**src/rtl/dsadc_pkg.sv**
```systemverilog
package dsadc_pkg;

  typedef enum logic [1:0] {
    PH_AZ  = 2'd0,
    PH_INT = 2'd1,
    PH_RD  = 2'd2
  } phase_t;

  typedef struct packed {
    logic az;
    logic integ;
    logic rd;
  } sw_en_t;

  // Switch enables decoded from the phase: one-hot by construction of the decode
  function automatic sw_en_t phase_to_sw(phase_t ph);
    sw_en_t s;
    s.az    = (ph == PH_AZ);
    s.integ = (ph == PH_INT);
    s.rd    = (ph == PH_RD);
    return s;
  endfunction

  // Successor of a fixed-length phase
  function automatic phase_t next_fixed(phase_t ph);
    return (ph == PH_AZ) ? PH_INT : PH_RD;
  endfunction

  // Captured magnitude: ceiling value on timeout, otherwise the read index
  function automatic int unsigned capture_mag(logic timeout, int unsigned idx,
                                              int unsigned ceiling);
    return timeout ? ceiling : idx;
  endfunction

endpackage

```
**src/rtl/dsadc_sync.sv**
```systemverilog
module dsadc_sync #(
  parameter int unsigned STAGES = 2
) (
  input  logic clk,
  input  logic rst,
  input  logic din,
  output logic lvl,
  output logic chg
);
  logic [STAGES-1:0] chain;
  logic              lvl_q;

  generate
    for (genvar i = 0; i < STAGES; i++) begin : g_stage
      if (i == 0) begin : g_first
        always_ff @(posedge clk) begin
          if (rst) chain[0] <= 1'b0;
          else     chain[0] <= din;
        end
      end else begin : g_rest
        always_ff @(posedge clk) begin
          if (rst) chain[i] <= 1'b0;
          else     chain[i] <= chain[i-1];
        end
      end
    end
  endgenerate

  always_ff @(posedge clk) begin
    if (rst) lvl_q <= 1'b0;
    else     lvl_q <= chain[STAGES-1];
  end

  assign lvl = chain[STAGES-1];
  assign chg = lvl ^ lvl_q;
endmodule

```
**src/rtl/dsadc_ctrl.sv**
```systemverilog
module dsadc_ctrl
  import dsadc_pkg::*;
#(
  parameter int unsigned FIX_CYCLES = 1000,
  parameter int unsigned READ_MAX   = 2000,
  parameter int unsigned CNT_W      = 11
) (
  input  logic             clk,
  input  logic             rst,
  input  logic             lvl,
  input  logic             chg,
  output phase_t           phase,
  output logic [CNT_W-1:0] cnt,
  output logic             pol,
  output logic             fix_done,
  output logic             cross_evt,
  output logic             tmo_evt
);
  localparam logic [CNT_W-1:0] FIX_LAST  = CNT_W'(FIX_CYCLES - 1);
  localparam logic [CNT_W-1:0] READ_LAST = CNT_W'(READ_MAX - 1);

  logic in_rd;

  assign in_rd     = (phase == PH_RD);
  assign fix_done  = !in_rd && (cnt == FIX_LAST);
  assign cross_evt = in_rd && chg;
  assign tmo_evt   = in_rd && !chg && (cnt == READ_LAST);

  always_ff @(posedge clk) begin
    if (rst) begin
      phase <= PH_AZ;
      cnt   <= '0;
      pol   <= 1'b0;
    end else if (fix_done) begin
      phase <= next_fixed(phase);
      cnt   <= '0;
      if (phase == PH_INT) pol <= lvl;
    end else if (cross_evt || tmo_evt) begin
      phase <= PH_AZ;
      cnt   <= '0;
    end else begin
      cnt   <= cnt + CNT_W'(1);
    end
  end
endmodule

```
**src/rtl/dsadc_result.sv**
```systemverilog
module dsadc_result
  import dsadc_pkg::*;
#(
  parameter int unsigned READ_MAX = 2000,
  parameter int unsigned CNT_W    = 11
) (
  input  logic             clk,
  input  logic             rst,
  input  logic             read_end,
  input  logic             tmo_evt,
  input  logic             pol,
  input  logic [CNT_W-1:0] cnt,
  output logic [CNT_W-1:0] res_mag,
  output logic             res_neg,
  output logic             res_over,
  output logic             res_vld
);
  always_ff @(posedge clk) begin
    if (rst) begin
      res_mag  <= '0;
      res_neg  <= 1'b0;
      res_over <= 1'b0;
      res_vld  <= 1'b0;
    end else begin
      res_vld <= read_end;
      if (read_end) begin
        res_mag  <= CNT_W'(capture_mag(tmo_evt, int'(cnt), READ_MAX));
        res_neg  <= !pol;
        res_over <= tmo_evt;
      end
    end
  end
endmodule

```
**src/rtl/dsadc_seq.sv**
```systemverilog
module dsadc_seq
  import dsadc_pkg::*;
#(
  parameter int unsigned FIX_CYCLES = 1000,
  parameter int unsigned READ_MAX   = 2000,
  localparam int unsigned SPAN      = (FIX_CYCLES > READ_MAX) ? FIX_CYCLES : READ_MAX,
  localparam int unsigned CNT_W     = $clog2(SPAN + 1)
) (
  input  logic             clk,
  input  logic             rst,
  input  logic             cmp_in,
  output logic             az_en,
  output logic             int_en,
  output logic             rd_en,
  output logic             ref_neg,
  output logic [CNT_W-1:0] res_mag,
  output logic             res_neg,
  output logic             res_over,
  output logic             res_vld
);
  logic             cmp_lvl;
  logic             cmp_chg;
  phase_t           phase;
  logic [CNT_W-1:0] cnt;
  logic             pol;
  logic             fix_done;
  logic             cross_evt;
  logic             tmo_evt;
  logic             read_end;
  sw_en_t           sw;

  dsadc_sync #(.STAGES(2)) u_sync (
    .clk (clk),
    .rst (rst),
    .din (cmp_in),
    .lvl (cmp_lvl),
    .chg (cmp_chg)
  );

  dsadc_ctrl #(
    .FIX_CYCLES (FIX_CYCLES),
    .READ_MAX   (READ_MAX),
    .CNT_W      (CNT_W)
  ) u_ctrl (
    .clk       (clk),
    .rst       (rst),
    .lvl       (cmp_lvl),
    .chg       (cmp_chg),
    .phase     (phase),
    .cnt       (cnt),
    .pol       (pol),
    .fix_done  (fix_done),
    .cross_evt (cross_evt),
    .tmo_evt   (tmo_evt)
  );

  assign read_end = cross_evt || tmo_evt;

  dsadc_result #(
    .READ_MAX (READ_MAX),
    .CNT_W    (CNT_W)
  ) u_res (
    .clk      (clk),
    .rst      (rst),
    .read_end (read_end),
    .tmo_evt  (tmo_evt),
    .pol      (pol),
    .cnt      (cnt),
    .res_mag  (res_mag),
    .res_neg  (res_neg),
    .res_over (res_over),
    .res_vld  (res_vld)
  );

  assign sw      = phase_to_sw(phase);
  assign az_en   = sw.az;
  assign int_en  = sw.integ;
  assign rd_en   = sw.rd;
  assign ref_neg = sw.rd && pol;
endmodule

```
**config.mk**
```make
export PLATFORM = sky130hd
export DESIGN_NAME = dsadc_seq
export DESIGN_NICKNAME = d
export VERILOG_FILES = /design/src/rtl/dsadc_pkg.sv /design/src/rtl/dsadc_sync.sv /design/src/rtl/dsadc_ctrl.sv /design/src/rtl/dsadc_result.sv /design/src/rtl/dsadc_seq.sv
export SDC_FILE = /design/constraint.sdc
export NUM_CORES = 1
export LEC_CHECK = 0
export BUFFER_PORTS_ARGS = -buffer_cell sky130_fd_sc_hd__buf_4
export CAP_MARGIN = 5
export CORE_ASPECT_RATIO = 2
export CORE_UTILIZATION = 30
export CTS_CLUSTER_DIAMETER = 50
export DETAILED_ROUTE_END_ITERATION = 6
export SKIP_CTS_REPAIR_TIMING = 1
export SYNTH_ARGS = -nofsm -noshare
export SYNTH_HDL_FRONTEND = slang
export SYNTH_SLANG_ARGS = --single-unit
```
**constraint.sdc**
```tcl
create_clock -name clk -period 2.3 [get_ports clk]
set_input_delay 0.115 -clock clk [delete_from_list [all_inputs] [get_ports clk]]
set_output_delay 0.115 -clock clk [all_outputs]
set_load 0.1 [all_outputs]
```
==> flow_metrics.tcl, run 1 <==
set metrics [dict create \
    root_buffer "clkbuf_8" \
    final-seq-area_um2 621 \
    critPathMaxFanout 9 \
    cp_num_buf_inv 0 \
    rr_endpoint "u_res.res_neg" \
    drtIter0Drc 7 \
    synth_cell_types 32 \
    antenna_found_initial 0 \
    die_h_um 95.4 \
    io_buffers 20 \
    critPathTopFamily "simple AND/OR/NAND/NOR gates" \
    layout-drive-gt1-share 0.214 \
    reg2reg_from "u_ctrl.cnt[0]" \
    final_util 0.383 \
    syn2layout_area_growth_pct 20.9 \
    start_util 0.317 \
    crit_slowest_cell "dfxtp_1" \
    n_antenna_cell 0 \
    synth_top_area_frac 0.474 \
    grt_max_degree 16 \
    core_area_mm2 0.00413 \
    cts_buffers 5 \
    die_w_um 48.7 \
    cts_sinks 31 \
    critPathKind "flop to flop" \
    clkTransAtPathRegs_ns 0.06 \
    first_global_vias 984 \
    crit_path_start_kind "flop" \
    required_ns 2.47 \
    grt_util_all_layers 0.123 \
    hold_depth 2 \
    rows 33 \
    fin_nets 162 \
    cp_cell_sequence "ha_1 -> and4b_1 -> and2_1 -> a21oi_4 -> mux2_4" \
    maxCapViolCount 0 \
    fin_ws_ns 0.562 \
    p_leak_nw 0.637 \
    ys_ff_latch 31 \
    route.vias.total 975 \
    async_flop_share 0 \
    period_share 0.756 \
    rsz0062_at_grt "false" \
    die-area_mm2 0.00465 \
    rr_worst_depth 5 \
    cpPeakStageDelay_ns 0.33 \
    ys.flop_type "dfxtp_1" \
    grt_pass1_wl_um 4240 \
    drtAntennaViolNets 0 \
    worstHoldStart "cmp_in" \
    min_period_ns 1.74 \
    insertion_delay_ns 0.28 \
    yosysWarnings 0 \
    io_pins 21 \
    dr.pass1.iters 4 \
    power.density_mw_per_mm2 617 \
    synth_common_cells "dfxtp_1 (31), nand2_1 (19), nor3_1 (14)" \
    clockBufferDepth 2 \
    vias_per_cell 4.62 \
    status "completed" \
    worstMarginPinSlew_ns 1.13 \
    wl_per_cell_um 12.1 \
    hpwlAfterDp_um 1990 \
    slew_headroom 0.242 \
    multi_input_area_um2 658 \
    n_fill_cell 434 \
    h-tree-depth 2 \
    synth_edf_count 0 \
    fmax_ghz 0.575 \
    syn_inst 135 \
    synth_most_common_cell "dfxtp_1" \
    hp-class "input port to flop" \
    synth_seq_area_share 0.474 \
    hold_end "u_sync.chain[0]" \
    hold_violations 0 \
    synth_top_area_cell "dfxtp_1" \
    slew_violations 0 \
    gp_congestion 0.754 \
    fin_skew_ns 0.00534 \
    post-place-ws_ns 0.521 \
    cp.arrival_ns 1.91 \
    remaining_drc_errors 0 \
    finalSetupViolCount 0 \
    endpoint_kind "flop" \
    netlist_area_mm2 0.00131 \
    syn_nets 139 \
    grt_overflow 0 \
    cts_tree "built" \
    synthTopCellsByArea "dfxtp_1 (47%), mux2i_1 (9.2%), nand2_1 (5.4%)" \
    finalSetupTns_ns 0 \
    r2r_setup_slack_ns 0.56 \
    syn_area_per_cell_um2 9.69 \
    drt_wl_total_um 2550 \
    peakVddDrop_v 0.000310 \
]
==> cells in the final DEF, fill, tap and decap left out, types with 2 or more instances in the layout <==
cell type,synthesis,routed
xnor2_1,8,8
nand3_1,2,2
and2_1,2,2
inv_1,2,2
clkbuf_8,0,5
o21ai_0,2,2
a21oi_1,2,2
nor2_1,10,10
xor2_1,2,2
clkbuf_1,2,2
nor3_1,14,14
buf_4,2,20
dfxtp_1,31,31
mux2i_1,12,12
nand2_1,19,19
nor2b_1,5,5
and2b_1,2,2
nand4_1,2,2
mux2_4,2,2
==> worst max-delay path by stage <==
stage                                from  slack [ns]       endpoint  cells past startpoint
final                       u_ctrl.cnt[0]        0.56  u_res.res_neg                      5
after global routing      u_ctrl.phase[0]        0.28  u_ctrl.cnt[8]                      3
after CTS                 u_ctrl.phase[0]        0.52  u_ctrl.cnt[8]                      3
after detailed placement  u_ctrl.phase[0]        0.52  u_ctrl.cnt[8]                      3
after global placement      u_ctrl.cnt[4]        0.57  u_ctrl.cnt[8]                      4
after floorplan           u_ctrl.phase[0]        0.19        ref_neg                      3
==> area by class of cell <==
cell class,count,area share
Multi-Input combinational cell,98,0.416
Sequential cell,31,0.392
Timing Repair Buffer,20,0.0949
Clock buffer,7,0.0482
Tap cell,52,0.0411
Inverter,2,0.00474
Clock inverter,1,0.00316
==> worst register-to-register path, delay by kind of cell (launching register included) <==
family	cells	cell delay (ns)
fa+ha+maj	1	0.25
flops	1	0.33
simple gates	2	0.39
mux	1	0.33
compound gates	1	0.33
==> through the flow <==
| step | area [µm²] | hold slack [ns] | instances | power [mW] |
|---|---|---|---|---|
| 4_1_cts | 1580 | 0.0461 | 211 | 0.983 |
| 3_3_place_gp | 1500 | 0.323 | 203 | 0.586 |
| 6_report | 1580 | 0.0436 | 211 | 0.976 |
| 2_1_floorplan | 1310 | 0.198 | 135 | 0.580 |
| 3_5_place_dp | 1500 | 0.334 | 203 | 0.587 |
| 5_1_grt | 1580 | 0.0503 | 211 | 1.00 |
==> flip-flops by register name, summed over array words and instances (netlist names) <==
register	count
u_sync.chain	1
u_ctrl.pol	1
u_res.res_over	1
u_ctrl.phase	2
u_sync.lvl	1
u_res.res_neg	1
u_sync.lvl_q	1
u_res.res_vld	1
u_res.res_mag	11
u_ctrl.cnt	11
==> kinds of logic after synthesis <==
family	share of synthesized area
compound gates	0.0411
simple gates	0.271
fa+ha+maj	0.00956
flops	0.474
xor+xnor	0.0669
mux	0.115
buf+inv	0.0229
==> where the power goes <==
part,switching [mW],leakage (nW),internal (mW)
sequential,0.00585,0.251,0.544
combinational,0.0156,0.344,0.00956
clock,0.190,0.0422,0.212
total,0.211,0.637,0.765
==> layer usage <==
| metal | vias to the layer above | track usage | wire, µm |
|---|---|---|---|
| met5 | - | 0 | 0 |
| met4 | 0 | 0.0735 | 68 |
| met3 | 5 | 0.0239 | 69 |
| met2 | 16 | 0.255 | 1510 |
| met1 | 449 | 0.103 | 901 |
| li1 | 505 | - | - |
Note: power is estimated with default switching activity, not from simulation.
==> inputs of run 2 (changes only) <==
--- a/config.mk
+++ b/config.mk
@@ -5,6 +5,7 @@
 export SDC_FILE = /design/constraint.sdc
 export NUM_CORES = 1
 export LEC_CHECK = 0
+export ABC_AREA = 1
 export BUFFER_PORTS_ARGS = -buffer_cell sky130_fd_sc_hd__buf_4
 export CAP_MARGIN = 5
 export CORE_ASPECT_RATIO = 2
==> constraint.sdc (replaced) <==
create_clock -name clk -period 1.44 [get_ports clk]
set_input_delay 0.072 -clock clk [delete_from_list [all_inputs] [get_ports clk]]
set_output_delay 0.072 -clock clk [all_outputs]
set_load 0.1 [all_outputs]
==> run 2 against run 1 <==
  * Final area up 16%
  * The run now ends with negative hold slack left
  * Combinational power rose to 3.1 times the previous value
  * Sequential cell count unchanged
  * First-iteration DRC count rose to 3.3 times the previous value
  * Die area up 4.6%
  * Sequential share of layout area down 5.1 points
  * Clock skew down 0.0016 ns
  * Critical path type is now flop to output pin
  * Synthesized area up 4.8%
  * Final cell count up 24%
  * Register-to-register slack worse by 0.49 ns
  * Utilization up 3.5 points
  * Via count up 21%
==> flow_metrics.tcl, run 2 <==
set metrics [dict create \
    multi_input_area_um2 672 \
    slew_headroom 0.795 \
    worstMarginPinSlew_ns 0.306 \
    fin_skew_ns 0.00373 \
    synth_seq_area_share 0.453 \
    final_common_cell "buf_4" \
    grt_util_met3 0.0188 \
    hold_slack_ns -0.00364 \
    antenna_found_initial 0 \
    p_leak_nw 0.769 \
    first_global_vias 1156 \
    remaining_drc_errors 0 \
    grt_max_degree 20 \
    power_mw 1.60 \
    placed_cells 252 \
    fmax_ghz 0.729 \
    drtAntennaViolNets 0 \
    io_pins 21 \
    crit_path_start_kind "flop" \
    place_area_mm2 0.00168 \
    syn_area_per_cell_um2 8.21 \
    rsz0062_at_grt "true" \
    rows 34 \
    core_area_mm2 0.00438 \
    required_ns 1.37 \
    hp-class "input port to flop" \
    layout-drive-gt1-share 0.356 \
    clockBufferDepth 2 \
    grt_util_all_layers 0.133 \
    hpwlAfterDp_um 2200 \
    violations "negative hold slack" \
    syn_inst 167 \
    synth_common_cells "nand2_1 (33), dfxtp_1 (31), inv_1 (20)" \
    cts_buffers 5 \
    syn_nets 171 \
    synth_top_area_frac 0.453 \
    peakVddDrop_v 0.000390 \
    root_buffer "clkbuf_8" \
    cpPeakStageDelay_ns 0.34 \
    finalSetupTns_ns 0 \
    postLayoutCellArea_mm2 0.00183 \
    syn2layout_area_growth_pct 33.7 \
    drtIter0Drc 23 \
    fin_ws_ns 0.0677 \
    synth_most_common_cell "nand2_1" \
    status "finished, violations left" \
    worstHoldStart "cmp_in" \
    reg2reg_from "u_ctrl.cnt[1]" \
    final_cells 262 \
    start_util 0.313 \
    use_met2 0.248 \
    die_h_um 97.6 \
    yosysWarnings 0 \
    startpoint "u_ctrl.phase[0]" \
    vias_per_cell 4.49 \
    critPathKind "flop to output pin" \
    crit_slowest_cell "dfxtp_1" \
    critPathMaxFanout 4 \
    gp_congestion 0.740 \
    n_fill_cell 468 \
    drt_wl_total_um 2960 \
    top_regs "u_ctrl.cnt (11), u_res.res_mag (11), u_ctrl.phase (2)" \
    synth_top_area_cell "dfxtp_1" \
    final_cell_mix "buf_4 (35), nand2_1 (32), dfxtp_1 (28)" \
    route.vias.total 1177 \
    cp_cell_sequence "inv_1 -> nand2_2 -> buf_4 -> nor2_2 -> buf_12" \
    synth_cell_types 26 \
    top_usage_layer "met2" \
    post-place-ws_ns 0.00741 \
    synthTopCellsByArea "dfxtp_1 (45%), nand2_1 (9.0%), inv_1 (5.5%)" \
    ys.flop_type "dfxtp_1" \
    synth_edf_count 0 \
    clkTransAtPathRegs_ns 0.06 \
    insertion_delay_ns 0.28 \
    h-tree-depth 2 \
    n_antenna_cell 0 \
    period_share 0.953 \
    ys_ff_latch 31 \
    grt_pass1_wl_um 4970 \
    grtUsageMet1 0.132 \
    cts_sinks 31 \
    slew_violations 0 \
    grt_overflow 0 \
    cts_tree "built" \
    die_w_um 49.8 \
    async_flop_share 0 \
    netlist_area_mm2 0.00137 \
    fin_nets 211 \
    cp.arrival_ns 1.30 \
    hold_violations 2 \
    finalSetupViolCount 0 \
    min_period_ns 1.37 \
    dr.pass1.iters 4 \
    power.density_mw_per_mm2 874 \
    final-seq-area_um2 624 \
    endpoint_kind "output pin" \
    maxCapViolCount 0 \
    final_util 0.418 \
    io_buffers 20 \
    die-area_mm2 0.00486 \
    wl_per_cell_um 11.3 \
]
run 2: cell types whose count changed in the layout (fill, tap and decap cells not counted), sizes merged, moves of 12 or more:
cell	delta
buf	+17
inv	+20
mux2i	-12
nand2	+16
nand3	+13
nor2	+15
nor3	-13
run 2: power by group:
group          internal, mW  total, mW  switching [mW]
registers             0.869      0.880          0.0103
clock network         0.338      0.643           0.305
logic                0.0347     0.0785          0.0438
total                  1.24       1.60           0.359
run 2: worst max-delay path, delay by kind of cell, from the launching register on:
kind / cells / cell delay [ns]
buffers and inverters: 3 / 0.45
flip-flops: 1 / 0.34
AND/OR/NAND/NOR: 2 / 0.23
run 2: worst paths after layout:
kind | to | slack (ns) | depth (start not counted)
max | ref_neg | 0.07 | 5
min | u_sync.chain[0] | -0.004 | 3
max reg2reg | u_ctrl.cnt[0] | 0.07 | 7
min reg2reg | u_sync.lvl | 0.40 | 2
run 2: cell families (layout without fill, tap and decap cells):
family	Yosys count	in the layout	share of synthesized area
simple gates	89	90	0.336
compound gates	10	10	0.0411
fa+ha+maj	1	1	0.00912
buf+inv	27	67	0.0985
xor+xnor	9	9	0.0630
flops	31	31	0.453
run 2: layout make-up:
class                      count  share of cell area
inverter                      22              0.0464
clock inverter                 1             0.00273
clock buffer                   7              0.0416
multi-input combinational    110               0.367
sequential                    31               0.341
tap                           54              0.0369
timing repair buffer          37               0.165
run 2: layer usage:
layer,wire length (µm),part of all wire
met5,0,0
met4,111,0.037
met3,59,0.020
met2,1680,0.57
met1,1110,0.37
